==> config.mk <==
export PLATFORM = sky130hd
export DESIGN_NAME = dual_wiper_regbank
export DESIGN_NICKNAME = d
export VERILOG_FILES = /design/src/rtl/wrb_pkg.sv /design/src/rtl/wrb_nv_store.sv /design/src/rtl/wrb_cycle_timer.sv /design/src/rtl/wrb_recall_seq.sv /design/src/rtl/dual_wiper_regbank.sv
export SDC_FILE = /design/constraint.sdc
export NUM_CORES = 1
export LEC_CHECK = 0
export BUFFER_PORTS_ARGS = -buffer_cell sky130_fd_sc_hd__buf_2
export CORE_MARGIN = 2
export CORE_UTILIZATION = 55
export DETAILED_ROUTE_END_ITERATION = 10
export MAX_ROUTING_LAYER = met4
export PLACE_DENSITY = 0.81
export SETUP_SLACK_MARGIN = 0.15
export SYNTH_ARGS = -nofsm -noshare
export SYNTH_HDL_FRONTEND = slang
export SYNTH_SLANG_ARGS = --single-unit
==> constraint.sdc <==
create_clock -name clk -period 3.96 [get_ports clk]
set_input_delay 0.594 -clock clk [delete_from_list [all_inputs] [get_ports clk]]
set_output_delay 0.594 -clock clk [all_outputs]
set_load 0.01 [all_outputs]
==> src/rtl/wrb_pkg.sv <==
package wrb_pkg;
  localparam int ADR_GP_FIRST = 2;
  localparam int ADR_GP_LAST  = 14;
  localparam int ADR_CTRL     = 16;

  localparam int CTL_VOLSEL = 7;
  localparam int CTL_RUN    = 6;
  localparam int CTL_BUSY   = 5;

  typedef enum logic [1:0] {
    SRC_ZERO = 2'd0,
    SRC_NV   = 2'd1,
    SRC_REG  = 2'd2
  } rd_src_e;
endpackage

==> src/rtl/wrb_nv_store.sv <==
module wrb_nv_store #(
  parameter int DATA_W   = 8,
  parameter int ADDR_W   = 5,
  parameter int NUM_IV   = 2,
  parameter int NV_DEPTH = 15
) (
  input  logic                     clk,
  input  logic                     we,
  input  logic [ADDR_W-1:0]        waddr,
  input  logic [DATA_W-1:0]        wdata,
  input  logic                     re,
  input  logic [ADDR_W-1:0]        raddr,
  output logic [DATA_W-1:0]        rdata,
  output logic [NUM_IV*DATA_W-1:0] iv_flat
);
  localparam int IDX_W   = $clog2(NV_DEPTH);
  localparam int MEM_LEN = 1 << IDX_W;

  logic [DATA_W-1:0] gp_mem [MEM_LEN];
  logic [DATA_W-1:0] iv_q   [NUM_IV];
  logic [DATA_W-1:0] gp_q;
  logic [DATA_W-1:0] iv_rd_q;
  logic              iv_sel_q;

  wire [IDX_W-1:0] widx = waddr[IDX_W-1:0];
  wire [IDX_W-1:0] ridx = raddr[IDX_W-1:0];
  wire             w_iv = int'(waddr) < NUM_IV;
  wire             r_iv = int'(raddr) < NUM_IV;

  // Power-on contents; storage is not touched by reset.
  initial begin
    for (int i = 0; i < MEM_LEN; i++) gp_mem[i] = '0;
    for (int i = 0; i < NUM_IV; i++) iv_q[i] = '0;
  end

  // Block-RAM style port: one synchronous write, one synchronous read.
  always_ff @(posedge clk) begin
    if (we && !w_iv) gp_mem[widx] <= wdata;
    if (re) gp_q <= gp_mem[ridx];
  end

  genvar g;
  generate
    for (g = 0; g < NUM_IV; g++) begin : g_iv
      always_ff @(posedge clk) begin
        if (we && w_iv && (int'(waddr) == g)) iv_q[g] <= wdata;
      end
      assign iv_flat[g*DATA_W +: DATA_W] = iv_q[g];
    end
  endgenerate

  always_ff @(posedge clk) begin
    if (re) begin
      iv_sel_q <= r_iv;
      iv_rd_q  <= iv_q[ridx[$clog2(NUM_IV)-1:0]];
    end
  end

  assign rdata = iv_sel_q ? iv_rd_q : gp_q;
endmodule

==> src/rtl/wrb_cycle_timer.sv <==
module wrb_cycle_timer #(
  parameter int CYCLES = 2000000
) (
  input  logic clk,
  input  logic rst,
  input  logic start,
  output logic busy
);
  localparam int CNT_W = $clog2(CYCLES + 1);

  logic [CNT_W-1:0] cnt_q;

  always_ff @(posedge clk) begin
    if (rst) begin
      busy  <= 1'b0;
      cnt_q <= '0;
    end else if (start && !busy) begin
      busy  <= 1'b1;
      cnt_q <= CNT_W'(CYCLES - 1);
    end else if (busy) begin
      if (cnt_q == '0) busy <= 1'b0;
      else cnt_q <= cnt_q - 1'b1;
    end
  end


  start_idle_chk: assert property (@(posedge clk) disable iff (rst)
    start |-> !busy);


  busy_origin_chk: assert property (@(posedge clk) disable iff (rst)
    $rose(busy) |-> $past(start));
endmodule

==> src/rtl/wrb_recall_seq.sv <==
module wrb_recall_seq #(
  parameter int CYCLES = 1000
) (
  input  logic clk,
  input  logic rst,
  output logic fire,
  output logic ready
);
  localparam int CNT_W = (CYCLES > 1) ? $clog2(CYCLES) : 1;

  logic [CNT_W-1:0] cnt_q;

  always_ff @(posedge clk) begin
    if (rst) begin
      ready <= 1'b0;
      cnt_q <= CNT_W'(CYCLES - 1);
    end else if (!ready) begin
      if (cnt_q == '0) ready <= 1'b1;
      else cnt_q <= cnt_q - 1'b1;
    end
  end

  assign fire = !rst && !ready && (cnt_q == '0);


  ready_hold_chk: assert property (@(posedge clk) disable iff (rst)
    ready |=> ready);
endmodule

==> src/rtl/dual_wiper_regbank.sv <==
module dual_wiper_regbank
  import wrb_pkg::*;
#(
  parameter int DATA_W        = 8,
  parameter int ADDR_W        = 5,
  parameter int NUM_WIPERS    = 2,
  parameter int NV_CYCLES     = 2000000,
  parameter int RECALL_CYCLES = 1000
) (
  input  logic              clk,
  input  logic              rst,
  input  logic              bus_valid,
  input  logic              bus_write,
  input  logic [ADDR_W-1:0] bus_addr,
  input  logic [DATA_W-1:0] bus_wdata,
  input  logic              bus_stop,
  output logic [DATA_W-1:0] rd_data,
  output logic [DATA_W-1:0] wiper0_code,
  output logic [DATA_W-1:0] wiper1_code,
  output logic              shutdown,
  output logic              nv_busy,
  output logic              ready
);
  localparam int NV_DEPTH = ADR_GP_LAST + 1;
  localparam int WIDX_W   = (NUM_WIPERS > 1) ? $clog2(NUM_WIPERS) : 1;
  localparam logic [DATA_W-1:0] MID_CODE = DATA_W'(1) << (DATA_W - 1);

  logic [DATA_W-1:0]            wiper_q [NUM_WIPERS];
  logic [NUM_WIPERS*DATA_W-1:0] iv_flat;
  logic                         volsel_q, run_q;
  logic                         pend_q;
  logic [ADDR_W-1:0]            pend_addr_q;
  logic [DATA_W-1:0]            pend_data_q;
  rd_src_e                      src_q;
  logic [DATA_W-1:0]            reg_rd_q;
  logic [DATA_W-1:0]            nv_rdata;
  logic [DATA_W-1:0]            ctl_byte;
  logic                         recall_fire;

  // Address decode
  wire hit_wiper = int'(bus_addr) < NUM_WIPERS;
  wire hit_gp    = (int'(bus_addr) >= ADR_GP_FIRST) && (int'(bus_addr) <= ADR_GP_LAST);
  wire hit_ctl   = int'(bus_addr) == ADR_CTRL;
  wire [WIDX_W-1:0] widx = bus_addr[WIDX_W-1:0];

  wire accept    = ready && bus_valid;
  wire wr_ok     = accept && bus_write && !nv_busy;
  wire rd_en     = accept && !bus_write;
  wire nv_target = hit_gp || (hit_wiper && !volsel_q);
  wire stop_fire = ready && bus_stop && pend_q;

  wrb_recall_seq #(.CYCLES(RECALL_CYCLES)) recall_i (
    .clk   (clk),
    .rst   (rst),
    .fire  (recall_fire),
    .ready (ready)
  );

  wrb_cycle_timer #(.CYCLES(NV_CYCLES)) timer_i (
    .clk   (clk),
    .rst   (rst),
    .start (stop_fire),
    .busy  (nv_busy)
  );

  wrb_nv_store #(
    .DATA_W   (DATA_W),
    .ADDR_W   (ADDR_W),
    .NUM_IV   (NUM_WIPERS),
    .NV_DEPTH (NV_DEPTH)
  ) store_i (
    .clk     (clk),
    .we      (stop_fire),
    .waddr   (pend_addr_q),
    .wdata   (pend_data_q),
    .re      (rd_en),
    .raddr   (bus_addr),
    .rdata   (nv_rdata),
    .iv_flat (iv_flat)
  );

  // Live wiper registers
  genvar g;
  generate
    for (g = 0; g < NUM_WIPERS; g++) begin : g_wiper
      always_ff @(posedge clk) begin
        if (rst) wiper_q[g] <= MID_CODE;
        else if (recall_fire) wiper_q[g] <= iv_flat[g*DATA_W +: DATA_W];
        else if (wr_ok && hit_wiper && (int'(widx) == g)) wiper_q[g] <= bus_wdata;
      end
    end
  endgenerate

  // Control register
  always_ff @(posedge clk) begin
    if (rst) begin
      volsel_q <= 1'b0;
      run_q    <= 1'b1;
    end else if (wr_ok && hit_ctl) begin
      volsel_q <= bus_wdata[CTL_VOLSEL];
      run_q    <= bus_wdata[CTL_RUN];
    end
  end

  always_comb begin
    ctl_byte             = '0;
    ctl_byte[CTL_VOLSEL] = volsel_q;
    ctl_byte[CTL_RUN]    = run_q;
    ctl_byte[CTL_BUSY]   = nv_busy;
  end

  // Pending non-volatile byte, committed at the stop
  always_ff @(posedge clk) begin
    if (rst) begin
      pend_q      <= 1'b0;
      pend_addr_q <= '0;
      pend_data_q <= '0;
    end else if (stop_fire) begin
      pend_q <= 1'b0;
    end else if (wr_ok && nv_target) begin
      pend_q      <= 1'b1;
      pend_addr_q <= bus_addr;
      pend_data_q <= bus_wdata;
    end
  end

  // Read path
  always_ff @(posedge clk) begin
    if (rst) begin
      src_q    <= SRC_ZERO;
      reg_rd_q <= '0;
    end else if (rd_en) begin
      if (hit_wiper && volsel_q) begin
        src_q    <= SRC_REG;
        reg_rd_q <= wiper_q[widx];
      end else if (nv_target) begin
        src_q <= SRC_NV;
      end else if (hit_ctl) begin
        src_q    <= SRC_REG;
        reg_rd_q <= ctl_byte;
      end else begin
        src_q <= SRC_ZERO;
      end
    end
  end

  always_comb begin
    case (src_q)
      SRC_NV:  rd_data = nv_rdata;
      SRC_REG: rd_data = reg_rd_q;
      default: rd_data = '0;
    endcase
  end

  assign wiper0_code = wiper_q[0];
  assign wiper1_code = wiper_q[NUM_WIPERS-1];
  assign shutdown    = !run_q;


  wiper_mid_chk: assert property (@(posedge clk) disable iff (rst)
    !ready |-> (wiper0_code == MID_CODE && wiper1_code == MID_CODE));


  recall_load_chk: assert property (@(posedge clk) disable iff (rst)
    $rose(ready) |-> (wiper0_code == iv_flat[DATA_W-1:0]));


  ctl_lock_chk: assert property (@(posedge clk) disable iff (rst)
    nv_busy |=> ($stable(volsel_q) && $stable(run_q)));


  wiper_lock_chk: assert property (@(posedge clk) disable iff (rst)
    (nv_busy && !recall_fire) |=> ($stable(wiper0_code) && $stable(wiper1_code)));


  stop_busy_chk: assert property (@(posedge clk) disable iff (rst)
    stop_fire |=> nv_busy);
endmodule

==> metrics.txt, run 1 <==
# TYPE chip_impl_metric gauge
chip_impl_metric{name="via_per_instance_ratio",unit=""} 6.20
chip_impl_metric{name="dieHeight",unit="um"} 137
chip_impl_metric{name="timing.fmax",unit="GHz"} 0.374
chip_impl_info{name="hold_path.class",value="in -> reg"} 1
chip_impl_metric{name="post-route-min-period",unit="ns"} 2.67
chip_impl_metric{name="synth-edff-count",unit=""} 177
chip_impl_metric{name="yosys_warnings",unit=""} 0
chip_impl_metric{name="dr_drc_count",unit=""} 0
chip_impl_info{name="worstSetupEndpointType",value="flip-flop"} 1
chip_impl_metric{name="syn-mean-instance-area",unit="sq um"} 14.1
chip_impl_metric{name="post-cts-setup-buffer-count",unit=""} 0
chip_impl_metric{name="arrival",unit="ns"} 2.82
chip_impl_info{name="outcome",value="complete, no violations"} 1
chip_impl_metric{name="total_non_filler_cell_area_in_the_finished_layout",unit="sq mm"} 0.0110
chip_impl_metric{name="grt_first_pass_wirelength",unit="mm"} 32.6
chip_impl_metric{name="detail_route.wl_per_cell",unit="um"} 21.4
chip_impl_metric{name="cts_inserted_buffers",unit=""} 25
chip_impl_metric{name="place_worst_setup_slack",unit="ns"} 0.880
chip_impl_info{name="crit_path_cell_trace",value="nor4_1, and4bb_2, nor3b_2, buf_4, nor2_1, o21ai_0"} 1
chip_impl_info{name="final_cell_mix",value="177 x sky130_fd_sc_hd__edfxtp_1, 75 x sky130_fd_sc_hd__nor2_1, 59 x sky130_fd_sc_hd__dfxtp_1"} 1
chip_impl_metric{name="ff_latch_area",unit="sq mm"} 0.00650
chip_impl_info{name="synth_ff_type",value="sky130_fd_sc_hd__edfxtp_1"} 1
chip_impl_metric{name="area_delta_synth_final",unit="%"} 12.9
chip_impl_metric{name="grt_start_max_net_pins",unit=""} 71
chip_impl_info{name="cts.root.buffer_cell",value="sky130_fd_sc_hd__clkbuf_16"} 1
chip_impl_metric{name="drtIter0Drc",unit=""} 583
chip_impl_metric{name="setup-violations-final",unit=""} 0
chip_impl_metric{name="min_path_cells",unit=""} 3
chip_impl_metric{name="clock_pin_slew_on_the_worst_setup_and_hold_paths",unit="ns"} 0.06
chip_impl_metric{name="routabilityCongestion",unit=""} 0.864
chip_impl_metric{name="nets",unit=""} 756
chip_impl_metric{name="slew-limit-headroom",unit="%"} 22.8
chip_impl_metric{name="place_hpwl",unit="mm"} 13.7
chip_impl_metric{name="layout_setup_ws",unit="ns"} 1.29
chip_impl_metric{name="multiInputGateArea",unit="sq mm"} 0.00307
chip_impl_info{name="timing.critical_path.slowest_stage_cell",value="sky130_fd_sc_hd__nor4_1"} 1
chip_impl_metric{name="post_synth_inst_count",unit=""} 692
chip_impl_info{name="worstSetupStartpointType",value="flip-flop"} 1
chip_impl_metric{name="worst_clock_skew",unit="ns"} 0.0191
chip_impl_metric{name="grt_usage",unit="%"} 23.4
chip_impl_info{name="final_common_cell",value="sky130_fd_sc_hd__edfxtp_1"} 1
chip_impl_metric{name="worst_ep_required",unit="ns"} 4.10
chip_impl_metric{name="final-hold-violation-count",unit=""} 0
chip_impl_metric{name="die_area",unit="sq mm"} 0.0189
chip_impl_metric{name="timing.critical_path.slowest_cell_delay",unit="ns"} 0.54
chip_impl_metric{name="pwr_density_cell",unit="mW/mm^2"} 471
chip_impl_metric{name="cts_max_level",unit=""} 1
chip_impl_metric{name="cts.hold.buffers_added",unit=""} 0
chip_impl_metric{name="postSynthNetCount",unit=""} 716
chip_impl_metric{name="drive_above_1_share",unit="%"} 20.2
chip_impl_info{name="crit_type",value="reg -> reg"} 1
chip_impl_metric{name="yosys.cell_types.count",unit=""} 58
chip_impl_metric{name="critical_path_cell_count",unit=""} 6
chip_impl_metric{name="drt_wl_total",unit="mm"} 20.9
chip_impl_metric{name="clock_latency_reported_for_the_late_side_of_the_worst_skew_pair",unit="ns"} 0.53
chip_impl_metric{name="rows",unit=""} 48
chip_impl_metric{name="core_region_area",unit="sq mm"} 0.0174
chip_impl_metric{name="grt_pass1_vias",unit=""} 5965
chip_impl_metric{name="worst_slew_pin_slew",unit="ns"} 1.15
chip_impl_metric{name="max-clock-path-buffers",unit=""} 3
chip_impl_info{name="grt_setup_unrepaired",value="false"} 1
chip_impl_metric{name="ios",unit=""} 45
chip_impl_metric{name="synth-seq-area-share",unit="%"} 66.4
chip_impl_metric{name="final.setup.tns",unit="ns"} 0
chip_impl_metric{name="slew_violations",unit=""} 0
chip_impl_info{name="tritoncts",value="yes"} 1
chip_impl_metric{name="route.antenna.remaining_nets",unit=""} 0
chip_impl_metric{name="start_util",unit="%"} 56.4
chip_impl_metric{name="critPathMaxFanout",unit=""} 17
chip_impl_metric{name="antenna_violations_before_repair",unit=""} 1
chip_impl_info{name="cell_family_with_the_largest_share_of_critical_path_delay",value="simple AND/OR/NAND/NOR gates"} 1
chip_impl_metric{name="synthArstFlopShare",unit="%"} 0
chip_impl_metric{name="yosys_reg_bits",unit=""} 236
chip_impl_metric{name="placed_area",unit="sq mm"} 0.0102
chip_impl_metric{name="drt_first_pass_iters",unit=""} 5
chip_impl_metric{name="drv_cap",unit=""} 0
chip_impl_metric{name="place.port_buffers",unit=""} 44
chip_impl_metric{name="vias",unit=""} 6053
chip_impl_metric{name="timing.reg2reg.worst_path_depth",unit=""} 6
chip_impl_metric{name="post_cts_resize_count",unit=""} 0
chip_impl_metric{name="clock_sinks",unit=""} 236
chip_impl_metric{name="syn-cell-area",unit="sq mm"} 0.00979
chip_impl_metric{name="critical_path_buf_inv_count",unit=""} 1
chip_impl_metric{name="finalCritPeriodShare",unit="%"} 67.5
chip_impl_metric{name="die-width",unit="um"} 137
chip_impl_metric{name="gr-total-overflow",unit=""} 0
chip_impl_metric{name="power.leakage",unit="nW"} 4.10
chip_impl_metric{name="vdd_drop_max",unit="uV"} 546
chip_impl_metric{name="dpl.cell_count",unit=""} 930
chip_impl_metric{name="final_cells",unit=""} 977
chip_impl_metric{name="fillers",unit=""} 1217
## layer usage
layer / wire [um] / global-route usage (%)
met1: 8480 / 29.9
met2: 10300 / 38.4
met3: 1450 / 3.97
met4: 618 / 7.33
met5: 0 / -
## registers in the layout, summed over array words and instances (netlist names)
| signal | flops |
|---|---|
| pend_data_q | 8 |
| run_q | 1 |
| recall_i.ready | 1 |
| src_q | 2 |
| store_i.gp_mem | 128 |
| pend_addr_q | 5 |
| timer_i.busy | 1 |
| wiper_q | 16 |
| recall_i.cnt_q | 10 |
| timer_i.cnt_q | 21 |
| store_i.iv_sel_q | 1 |
| store_i.gp_q | 8 |
| volsel_q | 1 |
| pend_q | 1 |
| reg_rd_q | 8 |
| store_i.iv_q | 16 |
| store_i.iv_rd_q | 8 |
## worst reg2reg max path: cells and delay by family, from the launching register on
family	cells	cell delay, ns
buffers and inverters	1	0.24
AO/OA/AOI/OAI	1	0.47
flip-flops	1	0.33
AND/OR/NAND/NOR	4	1.25
## synth_stat cells (7+ instances only)
| cell | count | area [sq um] |
|---|---|---|
| sky130_fd_sc_hd__mux2i_1 | 40 | 400 |
| sky130_fd_sc_hd__a22oi_1 | 13 | 97.6 |
| sky130_fd_sc_hd__mux2_2 | 28 | 315 |
| sky130_fd_sc_hd__a21oi_1 | 39 | 195 |
| sky130_fd_sc_hd__or3_1 | 7 | 43.8 |
| sky130_fd_sc_hd__a22o_1 | 14 | 123 |
| sky130_fd_sc_hd__o22ai_1 | 7 | 43.8 |
| sky130_fd_sc_hd__o221ai_1 | 8 | 70.1 |
| sky130_fd_sc_hd__o211ai_1 | 8 | 60.1 |
| sky130_fd_sc_hd__nand2_1 | 22 | 82.6 |
| sky130_fd_sc_hd__nor3_1 | 15 | 75.1 |
| sky130_fd_sc_hd__nor2_1 | 75 | 282 |
| sky130_fd_sc_hd__xor2_1 | 12 | 105 |
| sky130_fd_sc_hd__dfxtp_1 | 59 | 1180 |
| sky130_fd_sc_hd__o21ai_0 | 15 | 75.1 |
| sky130_fd_sc_hd__edfxtp_1 | 177 | 5320 |
| sky130_fd_sc_hd__buf_2 | 12 | 60.1 |
| sky130_fd_sc_hd__mux4_2 | 17 | 383 |
| sky130_fd_sc_hd__clkbuf_1 | 20 | 75.1 |
| sky130_fd_sc_hd__inv_1 | 12 | 45.0 |
## report_power, final
part / internal, mW / leakage, nW / switching [mW]
Sequential: 2.63 / 2.43 / 0.00539
Clock: 1.51 / 0.421 / 0.926
Combinational: 0.0458 / 1.25 / 0.0839
Total: 4.19 / 4.10 / 1.02
## stage by stage
step	power, mW	utilization, %	hold WS [ns]
2_1_floorplan	2.78	-	0.437
3_3_place_gp	2.81	58.6	0.447
3_5_place_dp	2.82	58.6	0.458
4_1_cts	5.24	63.6	0.348
5_1_grt	5.33	63.7	0.371
6_report	5.20	63.7	0.370
## cells by family (layout without fill, tap and decap cells)
logic type	after synthesis	in the layout	synth area share (%)
simple gates	169	169	9.01
flops	236	236	66.4
compound gates	127	127	8.79
mux	85	85	11.2
buf+inv	51	110	2.22
other cells	0	1	0
xor+xnor	18	18	1.61
fa+ha+maj	6	6	0.767
## layout make-up
| type | instances | area share [%] |
|---|---|---|
| multi-input cells | 405 | 27.8 |
| diodes | 1 | 0.0227 |
| clock buffers | 30 | 5.92 |
| inverters | 13 | 0.442 |
| flip-flops and latches | 236 | 58.8 |
| clock inverters | 16 | 1.95 |
| well taps | 225 | 2.55 |
| repair buffers | 51 | 2.49 |
## worst paths after layout
| kind | to | startpoint | slack (ns) |
|---|---|---|---|
| max | wiper_q[0][1] | recall_i.cnt_q[4] | 1.29 |
| min | volsel_q | bus_wdata[7] | 0.37 |
| max reg2reg | wiper_q[0][1] | recall_i.cnt_q[4] | 1.29 |
| min reg2reg | reg_rd_q[6] | reg_rd_q[6] | 0.46 |
No activity file was read; power rests on OpenSTA's default activity.
==> inputs of run 2 (changes only) <==
Settings changed: PLACE_DENSITY 0.81 to 0.83.
Clock period 3.96 ns to 2.45 ns, I/O delays scaled along.
==> run 2 against run 1 <==
Against the previous run: die area did not move; sequential share of layout area fell by 0.95 points; non-clock buffer count rose by 25; routed wire length rose by 2.1%; clock-buffer cell count fell by 4; combinational power rose by 72%; power rose by 59%; cell count rose by 2.4%; register-to-register slack got worse by 1.0 ns; global-route usage fell by 0.092 points; highest routed layer unchanged.
==> metrics.txt, run 2 (synthesized netlist as in run 1, its figures left out) <==
# TYPE chip_impl_metric gauge
chip_impl_info{name="crit_type",value="reg -> out"} 1
chip_impl_metric{name="ios",unit=""} 45
chip_impl_metric{name="area_delta_synth_final",unit="%"} 14.7
chip_impl_info{name="holdCritStartpoint",value="bus_wdata[7]"} 1
chip_impl_metric{name="vdd_drop_max",unit="uV"} 597
chip_impl_metric{name="grt_usage",unit="%"} 23.3
chip_impl_info{name="tritoncts",value="yes"} 1
chip_impl_metric{name="largest_reg_flops",unit=""} 128
chip_impl_metric{name="antenna_violations_before_repair",unit=""} 0
chip_impl_metric{name="dieHeight",unit="um"} 137
chip_impl_metric{name="power.leakage",unit="nW"} 4.23
chip_impl_metric{name="max-clock-path-buffers",unit=""} 3
chip_impl_metric{name="pwr_density_cell",unit="mW/mm^2"} 737
chip_impl_info{name="final_common_cell",value="sky130_fd_sc_hd__edfxtp_1"} 1
chip_impl_metric{name="core_region_area",unit="sq mm"} 0.0174
chip_impl_info{name="outcome",value="complete, no violations"} 1
chip_impl_metric{name="layout_setup_ws",unit="ns"} 0.257
chip_impl_metric{name="setup-violations-final",unit=""} 0
chip_impl_info{name="worstSetupStartpointType",value="flip-flop"} 1
chip_impl_metric{name="fillers",unit=""} 1181
chip_impl_info{name="crit-reg2reg-capture",value="timer_i.cnt_q[4]"} 1
chip_impl_metric{name="min_path_cells",unit=""} 3
chip_impl_metric{name="place_hpwl",unit="mm"} 13.9
chip_impl_metric{name="timing.critical_path.slowest_cell_delay",unit="ns"} 0.54
chip_impl_info{name="timing.critical_path.slowest_stage_cell",value="sky130_fd_sc_hd__edfxtp_1"} 1
chip_impl_metric{name="clock_latency_reported_for_the_late_side_of_the_worst_skew_pair",unit="ns"} 0.52
chip_impl_info{name="worstSetupEndpointType",value="output pin"} 1
chip_impl_metric{name="detail_route.wl_per_cell",unit="um"} 21.3
chip_impl_metric{name="clock_sinks",unit=""} 236
chip_impl_info{name="hold_path.class",value="in -> reg"} 1
chip_impl_metric{name="num_antenna_cells",unit=""} 0
chip_impl_metric{name="slew_violations",unit=""} 0
chip_impl_metric{name="rows",unit=""} 48
chip_impl_metric{name="worst_clock_skew",unit="ns"} 0.0154
chip_impl_metric{name="dr_drc_count",unit=""} 0
chip_impl_metric{name="grt_pass1_vias",unit=""} 6131
chip_impl_metric{name="vias",unit=""} 6214
chip_impl_metric{name="die_area",unit="sq mm"} 0.0189
chip_impl_metric{name="clock_pin_slew_on_the_worst_setup_and_hold_paths",unit="ns"} 0.06
chip_impl_metric{name="drt_first_pass_iters",unit=""} 5
chip_impl_metric{name="cts_inserted_buffers",unit=""} 25
chip_impl_metric{name="timing.fmax",unit="GHz"} 0.456
chip_impl_metric{name="place.port_buffers",unit=""} 44
chip_impl_metric{name="drive_above_1_share",unit="%"} 23.4
chip_impl_info{name="max_flop_register",value="store_i.gp_mem"} 1
chip_impl_metric{name="die-width",unit="um"} 137
chip_impl_metric{name="worst_slew_pin_slew",unit="ns"} 0.927
chip_impl_info{name="grt_setup_unrepaired",value="false"} 1
chip_impl_metric{name="worst_ep_required",unit="ns"} 2.08
chip_impl_metric{name="timing.reg2reg.worst_path_depth",unit=""} 5
chip_impl_metric{name="final.setup.tns",unit="ns"} 0
chip_impl_metric{name="via_per_instance_ratio",unit=""} 6.21
chip_impl_info{name="cts.root.buffer_cell",value="sky130_fd_sc_hd__clkbuf_16"} 1
chip_impl_metric{name="final-hold-violation-count",unit=""} 0
chip_impl_metric{name="cts.hold.buffers_added",unit=""} 0
chip_impl_metric{name="cts_max_level",unit=""} 1
chip_impl_metric{name="drt_wl_total",unit="mm"} 21.3
chip_impl_info{name="top_registers",value="store_i.gp_mem x128, timer_i.cnt_q x21"} 1
chip_impl_metric{name="critPathMaxFanout",unit=""} 8
chip_impl_metric{name="place_worst_setup_slack",unit="ns"} 0.240
chip_impl_metric{name="drtIter0Drc",unit=""} 630
chip_impl_metric{name="setup.reg_to_reg.worst_slack",unit="ns"} 0.29
chip_impl_metric{name="nets",unit=""} 781
chip_impl_metric{name="grt_start_max_net_pins",unit=""} 29
chip_impl_info{name="timing.hold.worst_endpoint",value="volsel_q"} 1
chip_impl_metric{name="finalCritPeriodShare",unit="%"} 89.5
chip_impl_metric{name="grt_first_pass_wirelength",unit="mm"} 32.5
chip_impl_metric{name="slew-limit-headroom",unit="%"} 38.1
chip_impl_metric{name="start_util",unit="%"} 56.4
chip_impl_metric{name="gr-total-overflow",unit=""} 0
chip_impl_metric{name="route.antenna.remaining_nets",unit=""} 0
chip_impl_metric{name="drv_cap",unit=""} 0
chip_impl_metric{name="routabilityCongestion",unit=""} 0.882
chip_impl_metric{name="arrival",unit="ns"} 1.83
chip_impl_info{name="critical_path.reg2reg.startpoint",value="timer_i.cnt_q[10]"} 1
chip_impl_info{name="final_cell_mix",value="177 x sky130_fd_sc_hd__edfxtp_1, 74 x sky130_fd_sc_hd__nor2_1, 59 x sky130_fd_sc_hd__dfxtp_1"} 1
chip_impl_info{name="crit_path_cell_trace",value="mux2_2, a22oi_1, nor2_1, buf_2"} 1
chip_impl_metric{name="post-route-min-period",unit="ns"} 2.19
## run 2: changes by cell type in the layout (fill, tap and decap cells not counted), sizes merged
cell and delta:
buf +25, bufinv -1, clkbuf -4, clkinv +4, clkinvlp -1, diode -1, inv +1
## run 2: worst max-delay path, delay by kind of cell (launching register included)
| family | cells | cell delay (ns) |
|---|---|---|
| buf+inv | 1 | 0.14 |
| mux | 1 | 0.40 |
| compound gates | 1 | 0.18 |
| simple gates | 1 | 0.06 |
| flops | 1 | 0.54 |
## run 2: cell type report
cell class | instances | area (sq um) | area share [%]
sequential | 236 | 6500 | 57.8
clock buffer | 26 | 629 | 5.60
timing repair buffer | 76 | 475 | 4.23
inverter | 13 | 48.8 | 0.435
clock inverter | 19 | 203 | 1.81
tap | 225 | 282 | 2.51
multi-input combinational | 405 | 3100 | 27.6
## run 2: metal layers
layer  vias up  global-route usage, %  share of wire, %
met4         0                   6.87               3.0
met1      3073                   27.8                39
met5         -                      -                 0
li1       2793                      -                 -
met3        60                   3.94               7.2
met2       288                   40.7                51
## run 2: worst max path at each step
stage / startpoint / depth (start not counted) / endpoint / slack [ns]
2_1_floorplan: recall_i.cnt_q[0] / 9 / wiper_q[1][0] / 0.16
5_1_grt: recall_i.ready / 6 / pend_data_q[6] / 0.16
3_5_place_dp: bus_addr[2] / 6 / reg_rd_q[5] / 0.24
6_report: store_i.iv_sel_q / 4 / rd_data[6] / 0.26
3_3_place_gp: bus_addr[2] / 6 / reg_rd_q[6] / 0.34
4_1_cts: recall_i.cnt_q[0] / 7 / wiper_q[1][0] / 0.25
## run 2: power breakdown
| part | leakage [nW] | switching [mW] | internal, mW |
|---|---|---|---|
| sequential | 2.43 | 0.00876 | 4.26 |
| combinational | 1.39 | 0.142 | 0.0807 |
| clock | 0.409 | 1.50 | 2.29 |
## run 2: timing repair
| item | in CTS | in global routing |
|---|---|---|
| resized for setup | 0 | 2 |
| setup endpoints to repair | 0 | 8 |
| setup buffers | 0 | 0 |
## run 2: per-stage QoR
stage	util (%)	instances	power, mW	instance area (sq um)	hold slack [ns]
after floorplan	-	692	4.49	9800	0.437
after global placement	59.9	955	4.56	10400	0.455
after detailed placement	59.9	955	4.57	10400	0.460
after CTS	64.6	1000	8.33	11200	0.154
after global routing	64.7	1000	8.48	11200	0.173
final	64.7	1000	8.28	11200	0.160
==> inputs of run 3 (changes only) <==
Settings changed: CORE_UTILIZATION 55 to 40, PLACE_DENSITY 0.83 to 0.66, SYNTH_HIERARCHICAL set to 1.
==> run 3 against run 2 <==
Against the previous run: clock skew down 0.0021 ns; clock-buffer cell count up 5; worst hold slack better by 0.010 ns; critical path type unchanged; critical endpoint is now rd_data[5].
==> metrics.txt, run 3 <==
# TYPE chip_impl_metric gauge
chip_impl_metric{name="synthArstFlopShare",unit="%"} 0
chip_impl_metric{name="swShare",unit="%"} 19.3
chip_impl_info{name="routed.top_layer",value="met4"} 1
chip_impl_metric{name="syn-mean-instance-area",unit="sq um"} 14.6
chip_impl_metric{name="grt_usage",unit="%"} 16.7
chip_impl_metric{name="ios",unit=""} 45
chip_impl_info{name="crit_path_cell_trace",value="buf_12, mux2_2, a22oi_1, nor2_1, buf_2"} 1
chip_impl_metric{name="clock_latency_reported_for_the_late_side_of_the_worst_skew_pair",unit="ns"} 0.50
chip_impl_metric{name="fin_hold_ws",unit="ns"} 0.170
chip_impl_metric{name="max-clock-path-buffers",unit=""} 3
chip_impl_metric{name="share_seq_of_total_power",unit="%"} 51.6
chip_impl_metric{name="worst_ep_required",unit="ns"} 2.08
chip_impl_metric{name="yosysTopAreaCellShare",unit="%"} 53.2
chip_impl_metric{name="area_delta_synth_final",unit="%"} 16.6
chip_impl_metric{name="yosys.cell_types.count",unit=""} 63
chip_impl_metric{name="finalPower",unit="mW"} 8.27
chip_impl_metric{name="worst_clock_skew",unit="ns"} 0.0133
chip_impl_metric{name="grt_first_pass_wirelength",unit="mm"} 33.7
chip_impl_metric{name="slew_violations",unit=""} 0
chip_impl_metric{name="clock_power_share",unit="%"} 45.3
chip_impl_metric{name="postSynthNetCount",unit=""} 709
chip_impl_metric{name="p_sw",unit="mW"} 1.59
chip_impl_metric{name="route.antenna.remaining_nets",unit=""} 0
chip_impl_metric{name="post_synth_inst_count",unit=""} 686
chip_impl_metric{name="vias",unit=""} 6022
chip_impl_metric{name="cts.hold.buffers_added",unit=""} 0
chip_impl_metric{name="finalCritPeriodShare",unit="%"} 88.1
chip_impl_metric{name="drt_wl_total",unit="mm"} 21.4
chip_impl_metric{name="place.port_buffers",unit=""} 44
chip_impl_metric{name="routabilityCongestion",unit=""} 0.800
chip_impl_info{name="grt_setup_unrepaired",value="false"} 1
chip_impl_metric{name="timing.fmax",unit="GHz"} 0.463
chip_impl_metric{name="slew-limit-headroom",unit="%"} 48.6
chip_impl_metric{name="vdd_drop_max",unit="uV"} 400
chip_impl_metric{name="drt_first_pass_iters",unit=""} 5
chip_impl_metric{name="synth-edff-count",unit=""} 177
chip_impl_metric{name="cell_internal_pwr",unit="mW"} 6.68
chip_impl_metric{name="fillers",unit=""} 2120
chip_impl_info{name="top_registers",value="store_i/gp_mem x128, timer_i/cnt_q x21"} 1
chip_impl_metric{name="detail_route.wl_per_cell",unit="um"} 19.3
chip_impl_metric{name="combinationalPowerShare",unit="%"} 3.2
chip_impl_metric{name="dr_drc_count",unit=""} 0
chip_impl_metric{name="num_antenna_cells",unit=""} 0
chip_impl_metric{name="antenna_violations_before_repair",unit=""} 0
chip_impl_metric{name="grt_start_max_net_pins",unit=""} 57
chip_impl_metric{name="gr-total-overflow",unit=""} 0
chip_impl_metric{name="worst_slew_pin_slew",unit="ns"} 0.771
chip_impl_info{name="max_flop_register",value="store_i/gp_mem"} 1
chip_impl_info{name="timing.critical_path.slowest_stage_cell",value="sky130_fd_sc_hd__edfxtp_1"} 1
chip_impl_metric{name="critical_path_buf_inv_count",unit=""} 2
chip_impl_metric{name="power.leakage",unit="nW"} 4.44
chip_impl_metric{name="final-hold-violation-count",unit=""} 0
chip_impl_metric{name="core_region_area",unit="sq mm"} 0.0244
chip_impl_info{name="cell_family_with_the_largest_share_of_critical_path_delay",value="flip-flops"} 1
chip_impl_metric{name="cts_max_level",unit=""} 1
chip_impl_info{name="cts.root.buffer_cell",value="sky130_fd_sc_hd__clkbuf_16"} 1
chip_impl_info{name="ys_top_cells_by_count",value="177 x sky130_fd_sc_hd__edfxtp_1, 62 x sky130_fd_sc_hd__nor2_1, 59 x sky130_fd_sc_hd__dfxtp_1"} 1
chip_impl_info{name="final_common_cell",value="sky130_fd_sc_hd__edfxtp_1"} 1
chip_impl_metric{name="yosys_warnings",unit=""} 6
chip_impl_metric{name="rows",unit=""} 57
chip_impl_metric{name="routed-wl-met2",unit="mm"} 10.1
chip_impl_metric{name="synth-seq-area-share",unit="%"} 65.0
chip_impl_info{name="hold_path.class",value="in -> reg"} 1
chip_impl_info{name="synthDominantAreaCellType",value="sky130_fd_sc_hd__edfxtp_1"} 1
chip_impl_metric{name="clock_pin_slew_on_the_worst_setup_and_hold_paths",unit="ns"} 0.06
chip_impl_info{name="crit_type",value="reg -> out"} 1
chip_impl_metric{name="yosys_reg_bits",unit=""} 236
chip_impl_metric{name="cts_inserted_buffers",unit=""} 23
chip_impl_metric{name="dieHeight",unit="um"} 162
chip_impl_metric{name="largest_reg_flops",unit=""} 128
chip_impl_metric{name="place_hpwl",unit="mm"} 15.1
chip_impl_metric{name="timing.critical_path.slowest_cell_delay",unit="ns"} 0.37
chip_impl_info{name="worstSetupEndpointType",value="output pin"} 1
chip_impl_metric{name="pwr_density_cell",unit="mW/mm^2"} 710
chip_impl_metric{name="clock_sinks",unit=""} 236
chip_impl_metric{name="setup-violations-final",unit=""} 0
chip_impl_info{name="synth_ff_type",value="sky130_fd_sc_hd__edfxtp_1"} 1
chip_impl_metric{name="grt_pass1_vias",unit=""} 6089
chip_impl_metric{name="drtIter0Drc",unit=""} 445
chip_impl_metric{name="critPathMaxFanout",unit=""} 8
chip_impl_metric{name="m1WireLength",unit="mm"} 9.94
chip_impl_info{name="final_cell_mix",value="177 x sky130_fd_sc_hd__edfxtp_1, 62 x sky130_fd_sc_hd__nor2_1, 59 x sky130_fd_sc_hd__dfxtp_1"} 1
chip_impl_metric{name="via_per_instance_ratio",unit=""} 5.42
chip_impl_metric{name="drv_cap",unit=""} 0
chip_impl_info{name="worstSetupStartpointType",value="flip-flop"} 1
chip_impl_metric{name="layout_setup_ws",unit="ns"} 0.290
chip_impl_info{name="synth.most_common_cell",value="sky130_fd_sc_hd__edfxtp_1"} 1
chip_impl_info{name="tritoncts",value="yes"} 1
chip_impl_metric{name="syn-cell-area",unit="sq mm"} 0.00999
chip_impl_metric{name="nets",unit=""} 794
chip_impl_metric{name="final.setup.tns",unit="ns"} 0
chip_impl_metric{name="drive_above_1_share",unit="%"} 24.9
chip_impl_metric{name="die_area",unit="sq mm"} 0.0263
chip_impl_metric{name="die-width",unit="um"} 162
chip_impl_metric{name="arrival",unit="ns"} 1.79
chip_impl_metric{name="place_worst_setup_slack",unit="ns"} 0.337
chip_impl_metric{name="start_util",unit="%"} 41.0
chip_impl_metric{name="postLayoutCoreUtil",unit="%"} 47.8
chip_impl_info{name="synth_area_leaders",value="sky130_fd_sc_hd__edfxtp_1 53%, sky130_fd_sc_hd__dfxtp_1 12%, sky130_fd_sc_hd__mux2i_1 5.0%"} 1
chip_impl_metric{name="met3_wirelength",unit="um"} 953
chip_impl_info{name="outcome",value="complete, no violations"} 1
chip_impl_metric{name="post-route-min-period",unit="ns"} 2.16
## run 3: cell types whose count changed in the layout (fill, tap and decap cells not counted), moves of 7 or more
cell / before / now
sky130_fd_sc_hd__mux2i_1: 40 / 50
sky130_fd_sc_hd__a21oi_1: 39 / 24
sky130_fd_sc_hd__a221oi_2: 0 / 16
sky130_fd_sc_hd__o221ai_1: 8 / 0
sky130_fd_sc_hd__mux2_2: 28 / 21
sky130_fd_sc_hd__o22ai_1: 7 / 0
sky130_fd_sc_hd__buf_4: 32 / 44
sky130_fd_sc_hd__nor2_1: 74 / 62
sky130_fd_sc_hd__a22oi_1: 13 / 21
sky130_fd_sc_hd__o21ai_1: 0 / 9
## run 3: final cells by class
cell class | instances | area (sq um) | area share, %
Tap cell | 324 | 405 | 3.48
Inverter | 18 | 67.6 | 0.580
Timing Repair Buffer | 92 | 646 | 5.54
Sequential cell | 236 | 6500 | 55.8
Multi-Input combinational cell | 400 | 3240 | 27.8
Clock buffer | 31 | 626 | 5.37
Clock inverter | 10 | 176 | 1.51
## run 3: final timing paths
kind / from / to / slack (ns) / cells after the start
worst min register to register: pend_q / pend_q / 0.47 / 2
worst min-delay path: bus_wdata[3] / pend_data_q[3] / 0.17 / 3
worst max-delay path: store_i/iv_sel_q / rd_data[5] / 0.29 / 5
worst max register to register: timer_i/cnt_q[2] / timer_i/cnt_q[15] / 0.30 / 5
## run 3: power groups by stage
stage	logic [mW]	registers, mW	clock network [mW]
2_1_floorplan	0.166	4.36	0
3_5_place_dp	0.263	4.35	0
5_1_grt	0.283	4.27	3.95
3_3_place_gp	0.260	4.35	0
4_1_cts	0.264	4.27	3.82
6_report	0.262	4.27	3.74
## run 3: what timing repair did
action                     4_1_cts  5_1_grt
resized for setup                0        0
setup endpoints to repair        2        0
buffers inserted                 1        0
## run 3: cell families after synthesis
family,after synthesis,synth area share [%]
and+or+nand+nor,167,9.09
adders and majority gates,5,0.626
AOI/OAI and AO/OA,133,10.8
DFF,236,65.0
buffers and inverters,50,2.74
xor gates and xnor gates,8,0.701
muxes,87,11.0
## run 3: tightest hold or removal path: cells and delay by family
| family | cells | cell delay, ns |
|---|---|---|
| and+or+nand+nor | 1 | 0.07 |
| buffers and inverters | 1 | 0.12 |
| muxes | 1 | 0.07 |
## run 3: layer usage
layer  global-route usage (%)  up-vias
li1                         -     2864
met1                     22.1     2967
met2                     27.8      159
met3                     2.27       32
met4                     3.82        0
met5                        -        -
## run 3: stage by stage
step                area (sq um)  cells
finish                     11700   1111
global route               11700   1111
global placement           10800   1069
floorplan                  10000    686
CTS                        11700   1111
detailed placement         10800   1069
